## src/rtl/srx_pkg.sv

```systemverilog
package srx_pkg;
  localparam int CFG_W    = 32;
  localparam int STAT_W   = 16;
  localparam int MAX_BITS = 8;
  localparam int TMO_W    = 16;
  localparam int IRQ_FRM  = 10;
  localparam int IRQ_BRK  = 11;
  localparam int IRQ_TMO  = 12;
  localparam int IRQ_PAR  = 13;

  typedef enum logic [2:0] {
    PAR_NONE, PAR_EVEN, PAR_ODD, PAR_MARK, PAR_SPACE
  } par_kind_e;

  typedef struct packed {
    logic [TMO_W-1:0] tmo_bits;
    logic             loop_en;
    logic             force_brk;
    par_kind_e        par;
    logic             two_stop;
    logic [3:0]       nbits;
  } line_set_t;

  // parity field: bit0 enables, bits[2:1] pick even/odd/mark/space
  function automatic par_kind_e decode_par(input logic [2:0] f);
    if (!f[0]) return PAR_NONE;
    case (f[2:1])
      2'b00:   return PAR_EVEN;
      2'b01:   return PAR_ODD;
      2'b10:   return PAR_MARK;
      default: return PAR_SPACE;
    endcase
  endfunction

  function automatic logic [3:0] data_bits(input logic [1:0] f);
    return 4'd5 + {2'b00, f};
  endfunction

  function automatic line_set_t unpack_cfg(input logic [CFG_W-1:0] w);
    line_set_t s;
    s.tmo_bits  = w[31:16];
    s.loop_en   = w[7];
    s.force_brk = w[6];
    s.par       = decode_par(w[5:3]);
    s.two_stop  = w[2];
    s.nbits     = data_bits(w[1:0]);
    return s;
  endfunction

  // expected parity bit for an already-truncated character
  function automatic logic want_par(input par_kind_e k, input logic [MAX_BITS-1:0] d);
    case (k)
      PAR_EVEN:  return ^d;
      PAR_ODD:   return ~^d;
      PAR_MARK:  return 1'b1;
      default:   return 1'b0;
    endcase
  endfunction
endpackage

```

## src/rtl/srx_sync.sv

```systemverilog
module srx_sync #(
  parameter int STAGES = 2
) (
  input  logic clk,
  input  logic rst_n,
  input  logic d,
  output logic q
);
  logic [STAGES-1:0] sh;

  always_ff @(posedge clk or negedge rst_n) begin
    if (!rst_n) sh <= '1;
    else        sh <= {sh[STAGES-2:0], d};
  end

  assign q = sh[STAGES-1];
endmodule

```

## src/rtl/srx_frame.sv

```systemverilog
module srx_frame
  import srx_pkg::*;
#(
  parameter int OS = 16
) (
  input  logic                clk,
  input  logic                rst_n,
  input  logic                tick,
  input  logic                rx,
  input  logic [3:0]          nbits,
  input  logic                two_stop,
  input  par_kind_e           par,
  output logic [MAX_BITS-1:0] data,
  output logic                valid,
  output logic                ferr,
  output logic                perr,
  output logic                brk
);
  localparam int CW   = $clog2(OS);
  localparam int HALF = OS / 2;

  typedef enum logic [2:0] {S_IDLE, S_START, S_DATA, S_PAR, S_STOP, S_HOLD} st_e;

  st_e                 st;
  logic [CW-1:0]       cnt;
  logic [2:0]          idx;
  logic [MAX_BITS-1:0] shreg;
  logic                par_bit, all_zero, stop_sel, stop_bad;

  // named internal events
  logic mid_sample, par_on, last_data, finish, zero_now, bad_now;

  assign mid_sample = tick && (cnt == CW'(OS - 1)) &&
                      (st == S_DATA || st == S_PAR || st == S_STOP);
  assign par_on     = (par != PAR_NONE);
  assign last_data  = (idx == 3'(nbits - 4'd1));
  assign finish     = mid_sample && (st == S_STOP) && (stop_sel || !two_stop);
  assign zero_now   = stop_sel ? all_zero : (all_zero & ~rx);
  assign bad_now    = (stop_sel & stop_bad) | ~rx;

  always_ff @(posedge clk or negedge rst_n) begin
    if (!rst_n) begin
      st <= S_IDLE; cnt <= '0; idx <= '0; shreg <= '0; data <= '0;
      par_bit <= 1'b0; all_zero <= 1'b0; stop_sel <= 1'b0; stop_bad <= 1'b0;
      valid <= 1'b0; ferr <= 1'b0; perr <= 1'b0; brk <= 1'b0;
    end else begin
      valid <= 1'b0; ferr <= 1'b0; perr <= 1'b0; brk <= 1'b0;
      case (st)
        S_IDLE: if (tick && !rx) begin
          st  <= S_START;
          cnt <= '0;
        end
        S_START: if (tick) begin
          if (rx) st <= S_IDLE;
          else if (cnt == CW'(HALF - 1)) begin
            st <= S_DATA; cnt <= '0; idx <= '0;
            shreg <= '0; all_zero <= 1'b1;
          end else cnt <= cnt + 1'b1;
        end
        S_DATA: if (tick) begin
          if (mid_sample) begin
            cnt <= '0;
            shreg[idx] <= rx;
            all_zero <= all_zero & ~rx;
            idx <= idx + 1'b1;
            stop_sel <= 1'b0;
            if (last_data) st <= par_on ? S_PAR : S_STOP;
          end else cnt <= cnt + 1'b1;
        end
        S_PAR: if (tick) begin
          if (mid_sample) begin
            cnt <= '0; par_bit <= rx;
            all_zero <= all_zero & ~rx;
            st <= S_STOP;
          end else cnt <= cnt + 1'b1;
        end
        S_STOP: if (tick) begin
          if (mid_sample) begin
            cnt <= '0;
            if (!finish) begin
              stop_sel <= 1'b1;
              stop_bad <= ~rx;
              all_zero <= all_zero & ~rx;
            end else begin
              if (zero_now) brk <= 1'b1;
              else begin
                valid <= 1'b1;
                data  <= shreg;
                ferr  <= bad_now;
                perr  <= par_on && (par_bit != want_par(par, shreg));
              end
              st <= rx ? S_IDLE : S_HOLD;
            end
          end else cnt <= cnt + 1'b1;
        end
        S_HOLD: if (tick && rx) st <= S_IDLE;
        default: st <= S_IDLE;
      endcase
    end
  end

  assert_valid_strobe_R1: assert property (@(posedge clk) disable iff (!rst_n)
    valid |=> !valid);
  assert_err_keeps_byte_R4: assert property (@(posedge clk) disable iff (!rst_n)
    (ferr || perr) |-> valid);
  assert_brk_alone_R5: assert property (@(posedge clk) disable iff (!rst_n)
    brk |-> !(valid || ferr || perr));
  assert_glitch_drop_R6: assert property (@(posedge clk) disable iff (!rst_n)
    (st == S_START && tick && rx) |=> (st == S_IDLE && !valid && !brk));
endmodule

```

## src/rtl/srx_timeout.sv

```systemverilog
module srx_timeout
  import srx_pkg::*;
#(
  parameter int OS = 16
) (
  input  logic             clk,
  input  logic             rst_n,
  input  logic             tick,
  input  logic             char_in,
  input  logic             rd_ack,
  input  logic [TMO_W-1:0] limit,
  output logic             tmo
);
  localparam int CW = $clog2(OS);

  logic [CW-1:0]    pre;
  logic [TMO_W-1:0] cnt;
  logic             armed, unread;
  logic             bit_end;

  assign bit_end = armed && tick && (pre == CW'(OS - 1));

  always_ff @(posedge clk or negedge rst_n) begin
    if (!rst_n) begin
      pre <= '0; cnt <= '0; armed <= 1'b0; unread <= 1'b0; tmo <= 1'b0;
    end else begin
      tmo <= 1'b0;
      if (char_in) begin
        pre <= '0; cnt <= '0;
        armed  <= (limit != '0);
        unread <= 1'b1;
      end else if (rd_ack) begin
        unread <= 1'b0;
        armed  <= 1'b0;
      end else if (armed && tick) begin
        if (bit_end) begin
          pre <= '0;
          if (cnt == limit - 1'b1) begin
            tmo   <= 1'b1;
            armed <= 1'b0;
          end else cnt <= cnt + 1'b1;
        end else pre <= pre + 1'b1;
      end
    end
  end

  assert_tmo_once_R8: assert property (@(posedge clk) disable iff (!rst_n)
    tmo |=> !tmo);
  assert_tmo_unread_R8: assert property (@(posedge clk) disable iff (!rst_n)
    tmo |-> $past(unread) && !$past(rd_ack) && !$past(char_in));
endmodule

```

## src/rtl/srx_irq.sv

```systemverilog
module srx_irq
  import srx_pkg::*;
(
  input  logic              clk,
  input  logic              rst_n,
  input  logic              ev_frm,
  input  logic              ev_brk,
  input  logic              ev_tmo,
  input  logic              ev_par,
  input  logic              wr,
  input  logic [STAT_W-1:0] wdata,
  input  logic [STAT_W-1:0] mask,
  output logic [STAT_W-1:0] stat,
  output logic              irq
);
  localparam logic [STAT_W-1:0] EV_MASK =
    STAT_W'((1 << IRQ_FRM) | (1 << IRQ_BRK) | (1 << IRQ_TMO) | (1 << IRQ_PAR));

  logic [STAT_W-1:0] set_vec, clr_vec;

  always_comb begin
    set_vec          = '0;
    set_vec[IRQ_FRM] = ev_frm;
    set_vec[IRQ_BRK] = ev_brk;
    set_vec[IRQ_TMO] = ev_tmo;
    set_vec[IRQ_PAR] = ev_par;
    clr_vec          = wr ? wdata : '0;
  end

  always_ff @(posedge clk or negedge rst_n) begin
    if (!rst_n) stat <= '0;
    else        stat <= ((stat & ~clr_vec) | set_vec) & EV_MASK;
  end

  assign irq = |(stat & mask);

  assert_spare_zero_R9: assert property (@(posedge clk) disable iff (!rst_n)
    (stat & ~EV_MASK) == '0);
  assert_frm_sets_R9: assert property (@(posedge clk) disable iff (!rst_n)
    ev_frm |=> stat[IRQ_FRM]);
  assert_brk_sets_R9: assert property (@(posedge clk) disable iff (!rst_n)
    ev_brk |=> stat[IRQ_BRK]);

  for (genvar k = 0; k < STAT_W; k++) begin : g_sticky
    assert_sticky_R9: assert property (@(posedge clk) disable iff (!rst_n)
      (stat[k] && !(wr && wdata[k])) |=> stat[k]);
  end
endmodule

```

## src/rtl/serial_rx_engine.sv

```systemverilog
module serial_rx_engine
  import srx_pkg::*;
#(
  parameter int OVERSAMPLE = 16,
  parameter int SYNC_STAGES = 2
) (
  input  logic              clk,
  input  logic              rst_n,
  input  logic              sample_tick,
  input  logic              rxd_in,
  input  logic              txd_in,
  output logic              txd_out,
  input  logic [CFG_W-1:0]  line_cfg,
  input  logic              rd_ack,
  input  logic              stat_wr,
  input  logic [STAT_W-1:0] stat_wdata,
  input  logic [STAT_W-1:0] irq_mask,
  output logic [7:0]        rx_data,
  output logic              rx_valid,
  output logic              frame_err,
  output logic              parity_err,
  output logic              break_det,
  output logic              rx_timeout,
  output logic [STAT_W-1:0] irq_status,
  output logic              irq_out
);
  line_set_t cfg;
  logic      rx_src, rx_s;

  assign cfg     = unpack_cfg(line_cfg);
  assign txd_out = cfg.force_brk ? 1'b0 : txd_in;
  assign rx_src  = cfg.loop_en ? txd_out : rxd_in;

  srx_sync #(.STAGES(SYNC_STAGES)) u_sync (
    .clk(clk), .rst_n(rst_n), .d(rx_src), .q(rx_s)
  );

  srx_frame #(.OS(OVERSAMPLE)) u_frame (
    .clk(clk), .rst_n(rst_n), .tick(sample_tick), .rx(rx_s),
    .nbits(cfg.nbits), .two_stop(cfg.two_stop), .par(cfg.par),
    .data(rx_data), .valid(rx_valid), .ferr(frame_err),
    .perr(parity_err), .brk(break_det)
  );

  srx_timeout #(.OS(OVERSAMPLE)) u_tmo (
    .clk(clk), .rst_n(rst_n), .tick(sample_tick), .char_in(rx_valid),
    .rd_ack(rd_ack), .limit(cfg.tmo_bits), .tmo(rx_timeout)
  );

  srx_irq u_irq (
    .clk(clk), .rst_n(rst_n), .ev_frm(frame_err), .ev_brk(break_det),
    .ev_tmo(rx_timeout), .ev_par(parity_err), .wr(stat_wr),
    .wdata(stat_wdata), .mask(irq_mask), .stat(irq_status), .irq(irq_out)
  );

  assert_force_break_R7: assert property (@(posedge clk) disable iff (!rst_n)
    line_cfg[6] |-> !txd_out);
endmodule

```

## config.mk

```make
export PLATFORM = sky130hd
export DESIGN_NAME = serial_rx_engine
export DESIGN_NICKNAME = d
export VERILOG_FILES = /design/src/rtl/srx_pkg.sv /design/src/rtl/srx_sync.sv /design/src/rtl/srx_frame.sv /design/src/rtl/srx_timeout.sv /design/src/rtl/srx_irq.sv /design/src/rtl/serial_rx_engine.sv
export SDC_FILE = /design/constraint.sdc
export NUM_CORES = 1
export LEC_CHECK = 0
export ABC_AREA = 1
export ABC_CLOCK_PERIOD_IN_PS = 1600
export BUFFER_PORTS_ARGS = -buffer_cell sky130_fd_sc_hd__buf_2
export CORE_MARGIN = 5
export CORE_UTILIZATION = 49
export DETAILED_ROUTE_END_ITERATION = 7
export PLACE_DENSITY = 0.87
export SLEW_MARGIN = 15
export SYNTH_ARGS = -nofsm -noshare
export SYNTH_HDL_FRONTEND = slang
export SYNTH_SLANG_ARGS = --single-unit
export TNS_END_PERCENT = 100
```

## constraint.sdc

```tcl
create_clock -name clk -period 1.6 [get_ports clk]
set_input_delay 0.08 -clock clk [delete_from_list [all_inputs] [get_ports clk]]
set_output_delay 0.08 -clock clk [all_outputs]
set_load 0.1 [all_outputs]
```

==> implementation parameters <==
Parameter                              Value

Timing
  Final setup violating endpoints ... 44
  Fraction of the cycle the final worst path needs ... 112.6%
  Max Transition Viols Final ... 0
  Final hold slack ... 0.009179 ns
  Layout Skew ... 0.01189 ns
  Post-route setup slack ... -0.2020 ns
  Post-layout min period ... 1.802 ns
  RSZ-0062 raised after global routing ... true
  Upper clock frequency limit ... 554.9 MHz
  Final Hold Fails ... 0

Pwr
  Fraction of power consumed by the clock network ... 26.0%
  Proportion of power drawn by combinational gates ... 42.7%
  Pwr dens ... 1035 nW/um2
  Internal portion of total power ... 3.700 mW
  Switching component of the power ... 2.454 mW
  Relative contribution of sequential cells to total power ... 31.3%
  Design Power ... 6.154 mW
  Maximum resistive drop on vdd ... 0.8620 mV
  Sw Share ... 39.87%
  Total leakage power ... 3.133 nW

Global routing
  Residual overflow from global routing ... 0
  Vias in the first global route ... 4397
  Global-route wire length before repair ... 19.03 mm
  Global Route Usage Sum ... 22.23%
  Largest net degree at the start of global routing ... 39
  Antenna violations before repair ... 0

Synth
  Post-Syn Area per Cell ... 7.112 um2
  Yosys warning total ... 0
  Area fraction in compound gates after synthesis ... 8.504%
  Share of flip-flops with an asynchronous set or reset ... 100.0%
  Most common library cells after synthesis ... 172 x sky130_fd_sc_hd__nand2_1, 77 x sky130_fd_sc_hd__inv_1, 60 x sky130_fd_sc_hd__dfrtp_1
  Xor/xnor share of the synthesized area ... 6.341%
  Number of flops mapped to enable cells by yosys ... 0
  Library cell with the largest summed area after synthesis ... sky130_fd_sc_hd__dfrtp_1
  Area of the mapped netlist ... 4282 um2
  Adder-cell share of the synthesized area ... 2.338%
  Gate Count Post-Synth ... 602
  Cell with the most instances after synthesis ... sky130_fd_sc_hd__nand2_1
  Simple-gate share of the synthesized area ... 35.45%
  Share of the synthesized area in the top cell type ... 35.07%
  Biggest area contributors in the synthesized netlist ... sky130_fd_sc_hd__dfrtp_1 35%, sky130_fd_sc_hd__nand2_1 15%, sky130_fd_sc_hd__inv_1 6.8%
  Portion of netlist area occupied by mux cells ... 0.4968%
  Number of synthesized register bits ... 62
  Count of different cell masters after synthesis ... 45
  Dominant synthesized flop cell ... sky130_fd_sc_hd__dfrtp_1
  Dominant combinational cell family by area after synthesis ... simple AND/OR/NAND/NOR gates
  Portion of the post-synthesis area used by sequential elements ... 36.29%

Floorplanning
  CORE AREA ... 8636 um2
  Number of rows in the core area ... 34
  Height of the die ... 103.5 um
  Effective utilization at floorplan ... 49.58%
  Die footprint ... 10710 um2
  I/O pin cnt ... 102
  Die width ... 103.5 um

Worst hold path
  Type of the tightest min-delay check ... input port to flop

Setup path
  Maximum fanout count along the critical path ... 7
  Arrival time of the worst setup path ... 2.05 ns
  CP Capture Type ... flop
  Critical path data required time ... 1.85 ns
  Launching element type of the critical path ... flop
  Critical path class ... flop to flop

Finish
  Fraction of layout instances using a drive strength above 1 ... 35.04%
  Fill cell count ... 655
  Final net count ... 816
  Growth of design area from synthesis to finish ... 38.84%
  Antenna diode count ... 0

Clock tree
  CTS root buffer ... sky130_fd_sc_hd__clkbuf_8
  Deepest level of the CTS H-tree ... 3
  Clock buffers created by TritonCTS ... 9
  Number of buffers on the longest clock path ... 2
  CTS sink count ... 62
  Clock-pin slew of the registers on the worst-case setup and hold paths ... 0.07 ns
  Clock tree from TritonCTS ... done
  Insertion delay to the later sink of the worst-skew pair ... 0.35 ns

Drt
  Total wire length after detailed routing ... 12.50 mm
  Total vias in the final route ... 4607
  Starting DRC count in detailed routing ... 260
  DRT Pass-1 Iters ... 5
  Wirelength per Cell ... 14.71 um
  Count of unresolved DRC violations after routing ... 0
  Number of vias per cell ... 5.420
  Count of nets left with antenna violations after detail routing ... 0

Placed design
  Placed wire-length estimate ... 8.190 mm
  Port Buf Inserts ... 57
  GP Congestion ... 0.8849

Job
  Reported max-cap violation count ... 0

Run status
  Status ... finished, violations left
  Violated checks ... negative setup slack
-- power by group through the flow --
stage               clock, mW  combinational, mW  sequential [mW]
floorplan                   0               1.19             1.85
global placement            0               1.71             1.88
detailed placement          0               1.79             1.89
CTS                      1.59               2.03             1.88
global route             1.69               2.84             1.94
finish                   1.60               2.63             1.93
-- per-layer routing --
layer,up-vias,GRT usage (%),share of wire (%)
met1,2185,24.15,38
li1,2202,-,-
met4,0,8.167,3.3
met3,45,2.951,5.3
met2,175,43.28,54
met5,-,0,0
-- timing repair --
action,CTS,global route
hold buffers,3,0
gates cloned,1,0
pin swaps,18,21
resized for setup,46,72
setup endpoints to repair,43,48
endpoints found under the hold margin,63,0
setup buffers,4,15
-- sequential cells by signal, summed over array words and instances (netlist names), 2 cells and up --
name           flops
u_frame.st         3
u_sync.sh          2
u_frame.idx        3
u_irq.stat         4
u_frame.data       8
u_frame.shreg      8
u_tmo.cnt         16
u_tmo.pre          4
u_frame.cnt        4
-- worst max-delay path: stages, from the launching register on --
cell and delay, ns:
sky130_fd_sc_hd__dfrtp_2 0.44, sky130_fd_sc_hd__inv_1 0.12, sky130_fd_sc_hd__nand3_2 0.17, sky130_fd_sc_hd__inv_1 0.14, sky130_fd_sc_hd__o21ai_2 0.09, sky130_fd_sc_hd__nand3_4 0.21
sky130_fd_sc_hd__clkinv_8 0.14, sky130_fd_sc_hd__nand2_8 0.13, sky130_fd_sc_hd__a22oi_2 0.06, sky130_fd_sc_hd__a31oi_1 0.20
-- metrics by stage --
| step | cell area (um2) | TNS [ns] | std cells | setup slack (ns) | util (%) |
|---|---|---|---|---|---|
| after CTS | 5554 | -1.697 | 835 | -0.1040 | 64.31 |
| final | 5944 | -3.294 | 850 | -0.2020 | 68.84 |
| after global placement | 5091 | -3.140 | 812 | -0.1368 | 58.95 |
| after global routing | 5944 | -8.194 | 850 | -0.2592 | 68.84 |
| after detailed placement | 5091 | -5.433 | 812 | -0.2272 | 58.95 |
| after floorplan | 4375 | -0.3470 | 613 | -0.2665 | - |
-- cell families (layout without fill, tap and decap cells) --
family | after synthesis | in the layout
mux | 2 | 2
simple gates | 330 | 331
other cells | 1 | 12
buf+inv | 104 | 232
xor+xnor | 31 | 31
compound gates | 64 | 64
flops | 62 | 62
fa+ha+maj | 8 | 8
-- cells in the final DEF (no fill, tap or decap), drive strengths merged, types with 2 or more instances in the layout --
cell	count
nor2	60
a21o	4
inv	79
nand2	178
clkinv	4
clkbuf	11
dfstp	2
bufinv	2
o22ai	4
nand3	51
a21oi	22
nand4	19
a31oi	7
buf	132
conb	12
xor2	19
nand3b	5
ha	8
xnor2	12
nor4	6
a22oi	4
nor3	10
o21ai	20
dfrtp	60
dlygate4sd3	3
-- area by class of cell --
| class | instances | area, um2 | area share, % |
|---|---|---|---|
| flip-flops and latches | 62 | 1564 | 26.31 |
| inverters | 81 | 316.6 | 5.325 |
| clock buffers | 11 | 151.4 | 2.547 |
| repair buffers | 135 | 954.7 | 16.06 |
| clock inverters | 5 | 81.33 | 1.368 |
| multi-input cells | 448 | 2741 | 46.12 |
| well taps | 108 | 135.1 | 2.273 |
-- worst paths after layout --
check                      cells past startpoint  slack (ns)           start               end
max reg2reg                                    9       -0.20   u_frame.st[1]  u_frame.shreg[5]
min reg2reg                                    0        0.36    u_sync.sh[0]      u_sync.sh[1]
min                                            3       0.009  stat_wdata[11]    u_irq.stat[11]
max in group asynchronous                      3        1.09           rst_n      u_sync.sh[0]
min in group asynchronous                      3        0.24           rst_n       u_frame.brk
max                                            9       -0.20   u_frame.st[1]  u_frame.shreg[5]
No activity file was read; power rests on OpenSTA's default activity.
